==> config.mk <==
export PLATFORM = sky130hd
export DESIGN_NAME = dither_gen
export DESIGN_NICKNAME = d
export VERILOG_FILES = /design/src/rtl/dither_pkg.sv /design/src/rtl/dither_rate_div.sv /design/src/rtl/dither_tri_cnt.sv /design/src/rtl/dither_scaler.sv /design/src/rtl/dither_gen.sv
export SDC_FILE = /design/constraint.sdc
export NUM_CORES = 1
export LEC_CHECK = 0
export ABC_CLOCK_PERIOD_IN_PS = 2200
export BUFFER_PORTS_ARGS = -buffer_cell sky130_fd_sc_hd__buf_2
export CAP_MARGIN = 25
export CELL_PAD_IN_SITES_DETAIL_PLACEMENT = 0
export CELL_PAD_IN_SITES_GLOBAL_PLACEMENT = 1
export CORE_ASPECT_RATIO = 1.1
export CORE_MARGIN = 3
export CORE_UTILIZATION = 50
export DETAILED_ROUTE_END_ITERATION = 16
export PLACE_DENSITY = 0.91
export SYNTH_ARGS = -nofsm -noshare
export SYNTH_HDL_FRONTEND = slang
export SYNTH_SLANG_ARGS = --single-unit
==> constraint.sdc <==
create_clock -name clk -period 2.2 [get_ports clk]
set_input_delay 0.11 -clock clk [delete_from_list [all_inputs] [get_ports clk]]
set_output_delay 0.11 -clock clk [all_outputs]
set_load 0.05 [all_outputs]
==> src/rtl/dither_pkg.sv <==
package dither_pkg;

  typedef struct packed {
    logic       valid;
    logic [2:0] level;
  } mag_dec_t;

  function automatic mag_dec_t decode_mag(input logic [2:0] code);
    mag_dec_t d;
    d.valid = 1'b1;
    unique case (code)
      3'b000:  d.level = 3'd0;
      3'b001:  d.level = 3'd1;
      3'b010:  d.level = 3'd2;
      3'b100:  d.level = 3'd3;
      3'b111:  d.level = 3'd4;
      default: begin
        d.valid = 1'b0;
        d.level = 3'd0;
      end
    endcase
    return d;
  endfunction

  function automatic logic [1:0] rate_extra(input logic [1:0] code);
    logic [1:0] e;
    unique case (code)
      2'b00:   e = 2'd2;
      2'b01:   e = 2'd1;
      default: e = 2'd0;
    endcase
    return e;
  endfunction

endpackage

==> src/rtl/dither_rate_div.sv <==
module dither_rate_div #(
  parameter int BASE_LOG2 = 4
) (
  input  logic       clk,
  input  logic       rst_n,
  input  logic       run,
  input  logic [1:0] rate_sel,
  output logic       tick
);
  import dither_pkg::*;

  localparam int CW = BASE_LOG2 + 3;

  logic [CW-1:0] cnt_q, cnt_d, limit;

  always_comb begin
    limit = (CW'(1) << (BASE_LOG2 + int'(rate_extra(rate_sel)))) - CW'(1);
    tick  = run && (cnt_q == limit);
    if (!run || tick) cnt_d = '0;
    else              cnt_d = cnt_q + CW'(1);
  end

  always_ff @(posedge clk or negedge rst_n) begin
    if (!rst_n) cnt_q <= '0;
    else        cnt_q <= cnt_d;
  end

endmodule

==> src/rtl/dither_tri_cnt.sv <==
module dither_tri_cnt #(
  parameter int TRI_BITS = 6
) (
  input  logic              clk,
  input  logic              rst_n,
  input  logic              run,
  input  logic              tick,
  output logic [TRI_BITS:0] tri_val
);
  localparam logic [TRI_BITS:0] PEAK = (TRI_BITS+1)'(1) << TRI_BITS;
  localparam logic [TRI_BITS:0] ONE  = (TRI_BITS+1)'(1);

  logic [TRI_BITS:0] tri_q, tri_d;
  logic              down_q, down_d;

  always_comb begin
    tri_d  = tri_q;
    down_d = down_q;
    if (!run) begin
      tri_d  = '0;
      down_d = 1'b0;
    end else if (tick) begin
      if (!down_q) begin
        tri_d = tri_q + ONE;
        if (tri_q + ONE == PEAK) down_d = 1'b1;
      end else begin
        tri_d = tri_q - ONE;
        if (tri_q == ONE) down_d = 1'b0;
      end
    end
  end

  always_ff @(posedge clk or negedge rst_n) begin
    if (!rst_n) begin
      tri_q  <= '0;
      down_q <= 1'b0;
    end else begin
      tri_q  <= tri_d;
      down_q <= down_d;
    end
  end

  assign tri_val = tri_q;

endmodule

==> src/rtl/dither_scaler.sv <==
module dither_scaler #(
  parameter int WORD_W    = 16,
  parameter int TRI_BITS  = 6,
  parameter int FRAC_LOG2 = 8
) (
  input  logic              clk,
  input  logic              rst_n,
  input  logic              en,
  input  logic [2:0]        mag_sel,
  input  logic [WORD_W-1:0] word_in,
  input  logic [TRI_BITS:0] tri_val,
  output logic [WORD_W-1:0] word_out,
  output logic              rsv
);
  import dither_pkg::*;

  localparam int PW     = WORD_W + TRI_BITS + 1;
  localparam int LEVELS = 5;

  logic [PW-1:0]     prod;
  logic [WORD_W-1:0] cand [LEVELS];
  logic [WORD_W-1:0] offs;
  logic [WORD_W-1:0] word_d;
  logic              rsv_d;
  logic [WORD_W-1:0] word_q;
  logic              rsv_q;
  mag_dec_t          md;

  assign prod = PW'(word_in) * PW'(tri_val);

  for (genvar g = 0; g < LEVELS; g++) begin : g_lvl
    localparam int SH = TRI_BITS + FRAC_LOG2 - g;
    assign cand[g] = WORD_W'(prod >> SH);
  end

  always_comb begin
    md   = decode_mag(mag_sel);
    offs = '0;
    for (int i = 0; i < LEVELS; i++) begin
      if (md.level == 3'(i)) offs = cand[i];
    end
    rsv_d = !md.valid;
    if (en && md.valid) word_d = word_in - offs;
    else                word_d = word_in;
  end

  always_ff @(posedge clk or negedge rst_n) begin
    if (!rst_n) begin
      word_q <= '0;
      rsv_q  <= 1'b0;
    end else begin
      word_q <= word_d;
      rsv_q  <= rsv_d;
    end
  end

  assign word_out = word_q;
  assign rsv      = rsv_q;

endmodule

==> src/rtl/dither_gen.sv <==
module dither_gen #(
  parameter int WORD_W          = 16,
  parameter int TRI_BITS        = 6,
  parameter int MIN_PERIOD_LOG2 = 11,
  parameter int FRAC_LOG2       = 8
) (
  input  logic              clk,
  input  logic              rst_n,
  input  logic              dith_en,
  input  logic [1:0]        rate_sel,
  input  logic [2:0]        mag_sel,
  input  logic [WORD_W-1:0] freq_word,
  output logic [WORD_W-1:0] out_word,
  output logic              rsv_flag
);
  localparam int STEP_BASE_LOG2 = MIN_PERIOD_LOG2 - 1 - TRI_BITS;

  logic              rst_meta_q, rst_sync_n;
  logic              tick;
  logic [TRI_BITS:0] tri_val;

  always_ff @(posedge clk or negedge rst_n) begin
    if (!rst_n) begin
      rst_meta_q <= 1'b0;
      rst_sync_n <= 1'b0;
    end else begin
      rst_meta_q <= 1'b1;
      rst_sync_n <= rst_meta_q;
    end
  end

  dither_rate_div #(.BASE_LOG2(STEP_BASE_LOG2)) u_div (
    .clk      (clk),
    .rst_n    (rst_sync_n),
    .run      (dith_en),
    .rate_sel (rate_sel),
    .tick     (tick)
  );

  dither_tri_cnt #(.TRI_BITS(TRI_BITS)) u_tri (
    .clk     (clk),
    .rst_n   (rst_sync_n),
    .run     (dith_en),
    .tick    (tick),
    .tri_val (tri_val)
  );

  dither_scaler #(
    .WORD_W    (WORD_W),
    .TRI_BITS  (TRI_BITS),
    .FRAC_LOG2 (FRAC_LOG2)
  ) u_scl (
    .clk      (clk),
    .rst_n    (rst_sync_n),
    .en       (dith_en),
    .mag_sel  (mag_sel),
    .word_in  (freq_word),
    .tri_val  (tri_val),
    .word_out (out_word),
    .rsv      (rsv_flag)
  );

endmodule

### Word-level counts from Yosys, hierarchy flattened

Cells that the tools add are included.

| storage, ports and cells | value |
|---|---|
| input port bits | 24 |
| register bits after elaboration | 34 |
| word-level logic and storage cells | 55 |
| output and inout bits | 17 |

| cells by class | value |
|---|---|
| add/sub/neg operators | 6 |
| multipliers | 1 |
| reduce and logical (&&, ||, !) cells | 9 |
| eq/ne operators | 13 |
| mux-type cells | 18 |
| shifts and indexed selects | 1 |

Operator list:

| cell | count |
|---|---|
| left shift 1 x 32 -> 7 bit (first input constant) | 1 |
| 2-to-1 mux 7 bit | 4 |
| multiplier 16 x 7 -> 23 bit | 1 |
| 2-to-1 mux 16 bit | 1 |
| subtractor 16 x 13 -> 16 bit | 1 |
| adder 7 x 1 -> 7 bit (second input constant) | 2 |
| 2-to-1 mux 13 bit | 1 |
| 2-to-1 mux 12 bit | 1 |
| case mux 3 bit (4 select lines) | 1 |
| 2-to-1 mux 11 bit | 1 |
| 2-to-1 mux 10 bit | 1 |
| equality test 3 x 2 -> 1 bit (second input constant) | 3 |
| equality test 3 bit (second input constant) | 3 |
| 2-to-1 mux 9 bit | 1 |
| equality test 7 x 1 -> 1 bit (second input constant) | 1 |
| equality test 7 bit | 1 |
| equality test 7 bit (second input constant) | 1 |
| subtractor 7 x 1 -> 7 bit (second input constant) | 1 |
| subtractor 7 x 2 -> 7 bit (second input constant) | 1 |
| equality test 3 x 1 -> 1 bit (second input constant) | 2 |
| zero test 3 bit | 2 |
| 2-to-1 mux 1 bit | 6 |
| OR reduction 5 bit | 1 |
| adder 3 x 2 -> 4 bit (first input constant) | 1 |
| other kinds (7) | 9 |

### Longest topological paths before layout

| depth | value |
|---|---|
| depth in word-level cells | 10 |
| gate-level depth with buffers | 31 |
| gate-level depth less buffers | 29 |

### Hierarchy

A second synthesis with hierarchy kept.

| second synthesis, totals | value |
|---|---|
| cell total of the unflattened synthesis | 760 |
| area, all modules | 6346.1 sq um |

By module, submodules not included:

| module | times used | sequential area each (sq um) | cells an instance | area each (sq um) |
|---|---|---|---|---|
| dither_scaler | 1 | 425.4 | 648 | 5243.8 |
| dither_tri_cnt | 1 | 200.2 | 75 | 676.9 |
| dither_rate_div | 1 | 175.2 | 34 | 371.6 |
| dither_gen | 1 | 50.0 | 3 | 53.8 |

### Worst setup path before layout

Ideal clock, no wire load.

| path | value |
|---|---|
| path type | reg-to-reg |
| from | register u_tri.tri_q[5], in the netlist u_tri.tri_val[5] |
| to | register u_scl.word_q[12], in the netlist u_scl.word_out[12] |
| stages on the path, launching flop included | 28 |
| clock period less this slack | 7193 ps |
| required time | 2105 ps |
| data arrival time | 7097 ps |
| slack | -4993 ps |
| library setup time | 95 ps |
| path buffers | 2 |
| cell sequence | dfrtp_1 > clkbuf_1 > clkbuf_1 > and2_1 > fa_1 > fa_1 > fa_1 > inv_1 > fa_1 > inv_1 > ha_1 > a21oi_1 > o21ai_1 > or3_4 > o311ai_2 > nand2b_2 > a31oi_4 > xnor2_4 > mux2i_1 > mux4_2 > ha_1 > a21boi_0 > o21a_1 > o21ai_0 > a211oi_1 > o31a_1 > o21a_1 > o31ai_1 |

| between the ends | value |
|---|---|
| longest elaborated chain between the ends | 8 |

RTL lines:

| element | RTL line | text |
|---|---|---|
| from (decl) | dither_tri_cnt.sv:13 | `logic [TRI_BITS:0] tri_q, tri_d;` |
| from (signal assigned) | dither_tri_cnt.sv:38 | `tri_q <= tri_d;` |
| multiplier 16 x 7 -> 23 bit * | dither_scaler.sv:29 | `assign prod = PW'(word_in) * PW'(tri_val);` |
| 2-to-1 mux 9 bit | dither_scaler.sv:40 | `if (md.level == 3'(i)) offs = cand[i];` |
| 2-to-1 mux 10 bit | dither_scaler.sv:40 |  |
| 2-to-1 mux 11 bit | dither_scaler.sv:40 |  |
| 2-to-1 mux 12 bit | dither_scaler.sv:40 |  |
| 2-to-1 mux 13 bit * | dither_scaler.sv:40 |  |
| subtractor 16 x 13 -> 16 bit * | dither_scaler.sv:43 | `if (en && md.valid) word_d = word_in - offs;` |
| 2-to-1 mux 16 bit * | dither_scaler.sv:43 |  |
| net u_scl.word_d[12] | dither_scaler.sv:23 | `logic [WORD_W-1:0] word_d;` |
| to (signal assigned) | dither_scaler.sv:52 | `word_q <= word_d;` |
| to (decl) | dither_scaler.sv:25 | `logic [WORD_W-1:0] word_q;` |

The timed path passes the listed nets; every way through them passes the cells marked *.
A chain may end at the register's enable or synchronous reset.

### Worst setup path in the final report

| path | value |
|---|---|
| from | register u_tri.tri_q[2], in the netlist u_tri.tri_val[2] |
| to | register u_scl.word_q[10], in the netlist u_scl.word_out[10] |

Same word-level chain as after synthesis.

==> out/results.md <==
| Metric | Value | Unit |
|:---|:---|:---|
| Sum Neg Setup Slack | -68.54 | ns |
| Unrepaired setup endpoints after global routing | true | - |
| Violated checks | negative setup slack | - |
| Timing-limited maximum frequency | 142.4 | MHz |
| Worst reg-to-reg path cell count | 28 | - |
| Part of the total power dissipated in sequential elements | 30.5 | % |
| Count of clock tree sinks | 34 | - |
| Core area | 0.01219 | mm² |
| Critical register-to-register path endpoint | u_scl.word_out[10] | - |
| Area of the die | 0.01399 | mm² |
| Proportion of netlist area held by the largest area contributor | 21.92 | % |
| Critical path class | flip-flop to flip-flop | - |
| Worst Setup Slack, final | -4.821 | ns |
| Setup slack of the most critical reg-to-reg path | -4.82 | ns |
| Ant diodes | 0 | - |
| Result of the run | finished, violations left | - |
| Wire length of the first global-routing pass | 29.92 | mm |
| Number of cells produced by synthesis | 731 | - |
| Port Buffers | 40 | - |
| Total via count in the routed design | 5,945 | - |
| Ranking of synthesized cells by area | sky130_fd_sc_hd__fa_1 (22%), sky130_fd_sc_hd__dfrtp_1 (14%), sky130_fd_sc_hd__ha_1 (11%) | - |
| Initial detailed-routing violation count | 514 | - |
| Crit share post-route | 319.2 | % |
| Number of fill cells | 881 | - |
| Horizontal extent of the die | 113.0 | µm |
| Slew at the pin with the worst max-slew slack | 0.5154 | ns |
| Sequential share of the synthesized area | 13.50 | % |
| Instance area after placement | 0.007734 | mm² |
| Cell type with the highest aggregate area in the netlist | sky130_fd_sc_hd__fa_1 | - |
| Maxcap violations | 0 | - |
| Synth Warn # | 0 | - |
| IO Count | 41 | - |
| Count of different cell masters after synthesis | 84 | - |
| Finished Cell Area | 0.008524 | mm² |
| Power density over cell area | 262.8 | mW/mm² |
| Cell at the slowest stage of the critical path | sky130_fd_sc_hd__mux4_2 | - |
| List of most frequent post-synthesis cells | sky130_fd_sc_hd__inv_1 (91), sky130_fd_sc_hd__and2_1 (78), sky130_fd_sc_hd__nand2_1 (73) | - |
| CTS H-tree depth | 2 | - |
| Routed vias/inst | 5.603 | - |
| Fraction of final layout cells with drive strength greater than 1 | 37.05 | % |
| Clock group share of total power | 31.6 | % |
| Final number of setup-violating endpoints | 16 | - |
| Reg2Reg Launch Point | u_tri.tri_val[2] | - |
| Post-layout min period | 7.021 | ns |
| Crit path launch type | flip-flop | - |
| Syn avg cell area | 8.620 | µm² |
| Endpoint kind of the worst setup timing path | flip-flop | - |
| Routed wire length | 18.27 | mm |
| Power share of the combinational group | 37.9 | % |
| Flops & latches, synth | 34 | - |
| Remaining DRCs | 0 | - |
| Int Pwr | 1454 | µW |
| CTS root buffer | sky130_fd_sc_hd__clkbuf_16 | - |
| Req. time, crit path | 2.40 | ns |
| Peak per-stage delay on the critical path | 0.55 | ns |
| Mapped Nets | 881 | - |
| Clock latency reported for the late side of the worst-skew pair | 0.28 | ns |
| Peak supply drop | 0.0004429 | V |
| Layout Cells excl Fill | 1,061 | - |
| Worst EP arrival | 7.22 | ns |
| Number of global-route vias before repair | 6,251 | - |
| Pin count of the biggest net entering global routing | 33 | - |
| Post-Synthesis Cell Area | 0.006301 | mm² |
| Number of buffers inserted during clock tree synthesis | 5 | - |
| Number of cell rows | 42 | - |
| Final Hold Vio Count | 0 | - |
| Switching share of power | 35.07 | % |
| Critical path fanouts, max | 7 | - |
| Leftover overflow at the end of global routing | 0 | - |
| Count of nets after finishing | 1,056 | - |
| Clock Skews | 0.005282 | ns |
| Clock Tree Buf Depth | 2 | - |
| Gp weighted congestion | 0.9415 | - |
| Static Leak | 0.004261 | µW |
| Most used flip-flop cell after synthesis | sky130_fd_sc_hd__dfrtp_1 | - |
| Cell type with the highest occurrence count on the critical path | sky130_fd_sc_hd__fa_1 | - |
| Inst Count DP | 1,033 | - |
| Power dissipated by switching net loads | 785.6 | µW |
| Dpl hpwl | 14.21 | mm |
| Layout area overhead | 35.29 | % |
| Antenna violations before repair | 0 | - |
| Ys async rst share | 100.0 | % |
| Multi-input logic area | 0.005485 | mm² |
| Initial standard-cell utilization of the core | 51.68 | % |
| Residual antenna-violating net count after detailed routing | 0 | - |
| Number of enable-type register cells in the synthesized netlist | 0 | - |
| Routed wire per std cell | 17.22 | µm |
| Class of the worst hold path | input pin to asynchronous set/reset pin | - |
| Final count of pins violating max slew | 0 | - |
| Storage element area | 859.6 | µm² |
| TritonCTS clock tree | yes | - |
| Most frequently used cell type in the post-synthesis netlist | sky130_fd_sc_hd__inv_1 | - |
| Vertical die dimension | 123.7 | µm |
| Clock-pin transition on the worst setup and hold timing paths | 0.06 | ns |
| Remaining max-slew budget at the tightest pin | 65.64 | % |
| First-pass iteration count of the detailed router | 5 | - |
| Total routing usage reported by global routing | 26.53 | % |
## metrics by stage
step | util [%] | power [µW] | setup WS (ns) | hold WS (ns)
finish | 69.92 | 2240 | -4.821 | 0.1497
global route | 69.92 | 2326 | -5.054 | 0.1553
CTS | 67.64 | 2168 | -4.783 | 0.1422
detailed placement | 63.43 | 1416 | -5.072 | -0.1005
global placement | 63.43 | 1393 | -4.874 | -0.1050
floorplan | - | 1109 | -4.825 | -0.1856
## routing by layer
metal  up-vias  global-route usage, %  wire, µm
met4         0                  8.490       428
met2       194                  48.67      9527
met1      2930                  31.85      7305
li1       2790                      -         -
met3        31                  4.276      1012
met5         -                      0         0
## worst max-delay path: cells and delay by family (launching register included)
family          cells  cell delay, ns
fa+ha+maj           6            2.50
buf+inv             5            0.52
compound gates     11            1.96
flops               1            0.47
xor+xnor            1            0.17
simple gates        3            0.67
mux                 2            0.66
## power by group through the flow
stage               Clock [µW]  Sequential, µW  Combinational, µW
floorplan                    0             841                269
global placement             0             692                701
detailed placement           0             694                722
CTS                        709             683                776
global route               738             688                901
finish                     708             682                850
## cell usage in the layout (no fill, tap or decap), drive strengths merged, types with 3 or more instances in the layout
cell / count
nand3: 14
nor2: 39
clkbuf: 6
ha: 57
o311ai: 3
clkinv: 3
nor3: 11
o31ai: 9
nand3b: 4
dfrtp: 34
o221ai: 3
nand2: 74
or3: 10
and2: 82
a21boi: 3
o31a: 3
nor4: 4
a31oi: 7
buf: 204
o22ai: 3
o22a: 3
xnor2: 20
mux2i: 4
a21o: 8
nand2b: 7
o21ai: 35
a211o: 3
o211ai: 4
inv: 91
fa: 69
nor3b: 3
xor2: 10
a211oi: 4
nor2b: 5
a221oi: 4
and3: 7
a21oi: 22
## final cells by class
type	instances	area share (%)
clock buffer	6	1.629
clock inverter	2	0.1468
inverter	93	4.095
multi-input combinational	567	64.35
sequential	34	10.08
tap	154	2.260
timing repair buffer	205	17.44
## cells by family (layout without fill, tap and decap cells)
family | after synthesis | in the layout | share of synthesized area (%)
AND/OR/NAND/NOR | 266 | 266 | 22.12
AO/OA/AOI/OAI | 137 | 137 | 16.64
buffers and inverters | 130 | 306 | 8.022
adder cells (fa/ha/maj) | 126 | 126 | 33.24
flip-flops | 34 | 34 | 13.50
XOR/XNOR | 30 | 30 | 4.885
multiplexers | 7 | 7 | 1.529
other | 1 | 1 | 0.05951
## state kept, by name, indices dropped and copies added (netlist names)
register / cells
u_tri.down_q: 1
u_scl.word_out: 16
rst_meta_q: 1
u_div.cnt_q: 7
rst_sync_n: 1
u_tri.tri_val: 7
u_scl.rsv: 1
## how the worst max path moves through the flow
stage	start	to	cells after the start
floorplan	u_tri.tri_val[2]	u_scl.word_out[11]	29
global placement	u_tri.tri_val[3]	u_scl.word_out[11]	28
detailed placement	u_tri.tri_val[2]	u_scl.word_out[11]	27
CTS	u_tri.tri_val[3]	u_scl.word_out[11]	28
global route	u_tri.tri_val[3]	u_scl.word_out[11]	29
finish	u_tri.tri_val[2]	u_scl.word_out[10]	28
## repair_timing
action | CTS | global route
resized for setup | 72 | 48
hold buffers | 1 | 0
pin swaps | 47 | 25
buffers inserted | 15 | 6
endpoints found under the setup margin | 16 | 17
hold endpoints to repair | 2 | 0
No activity file was read; power rests on OpenSTA's default activity.
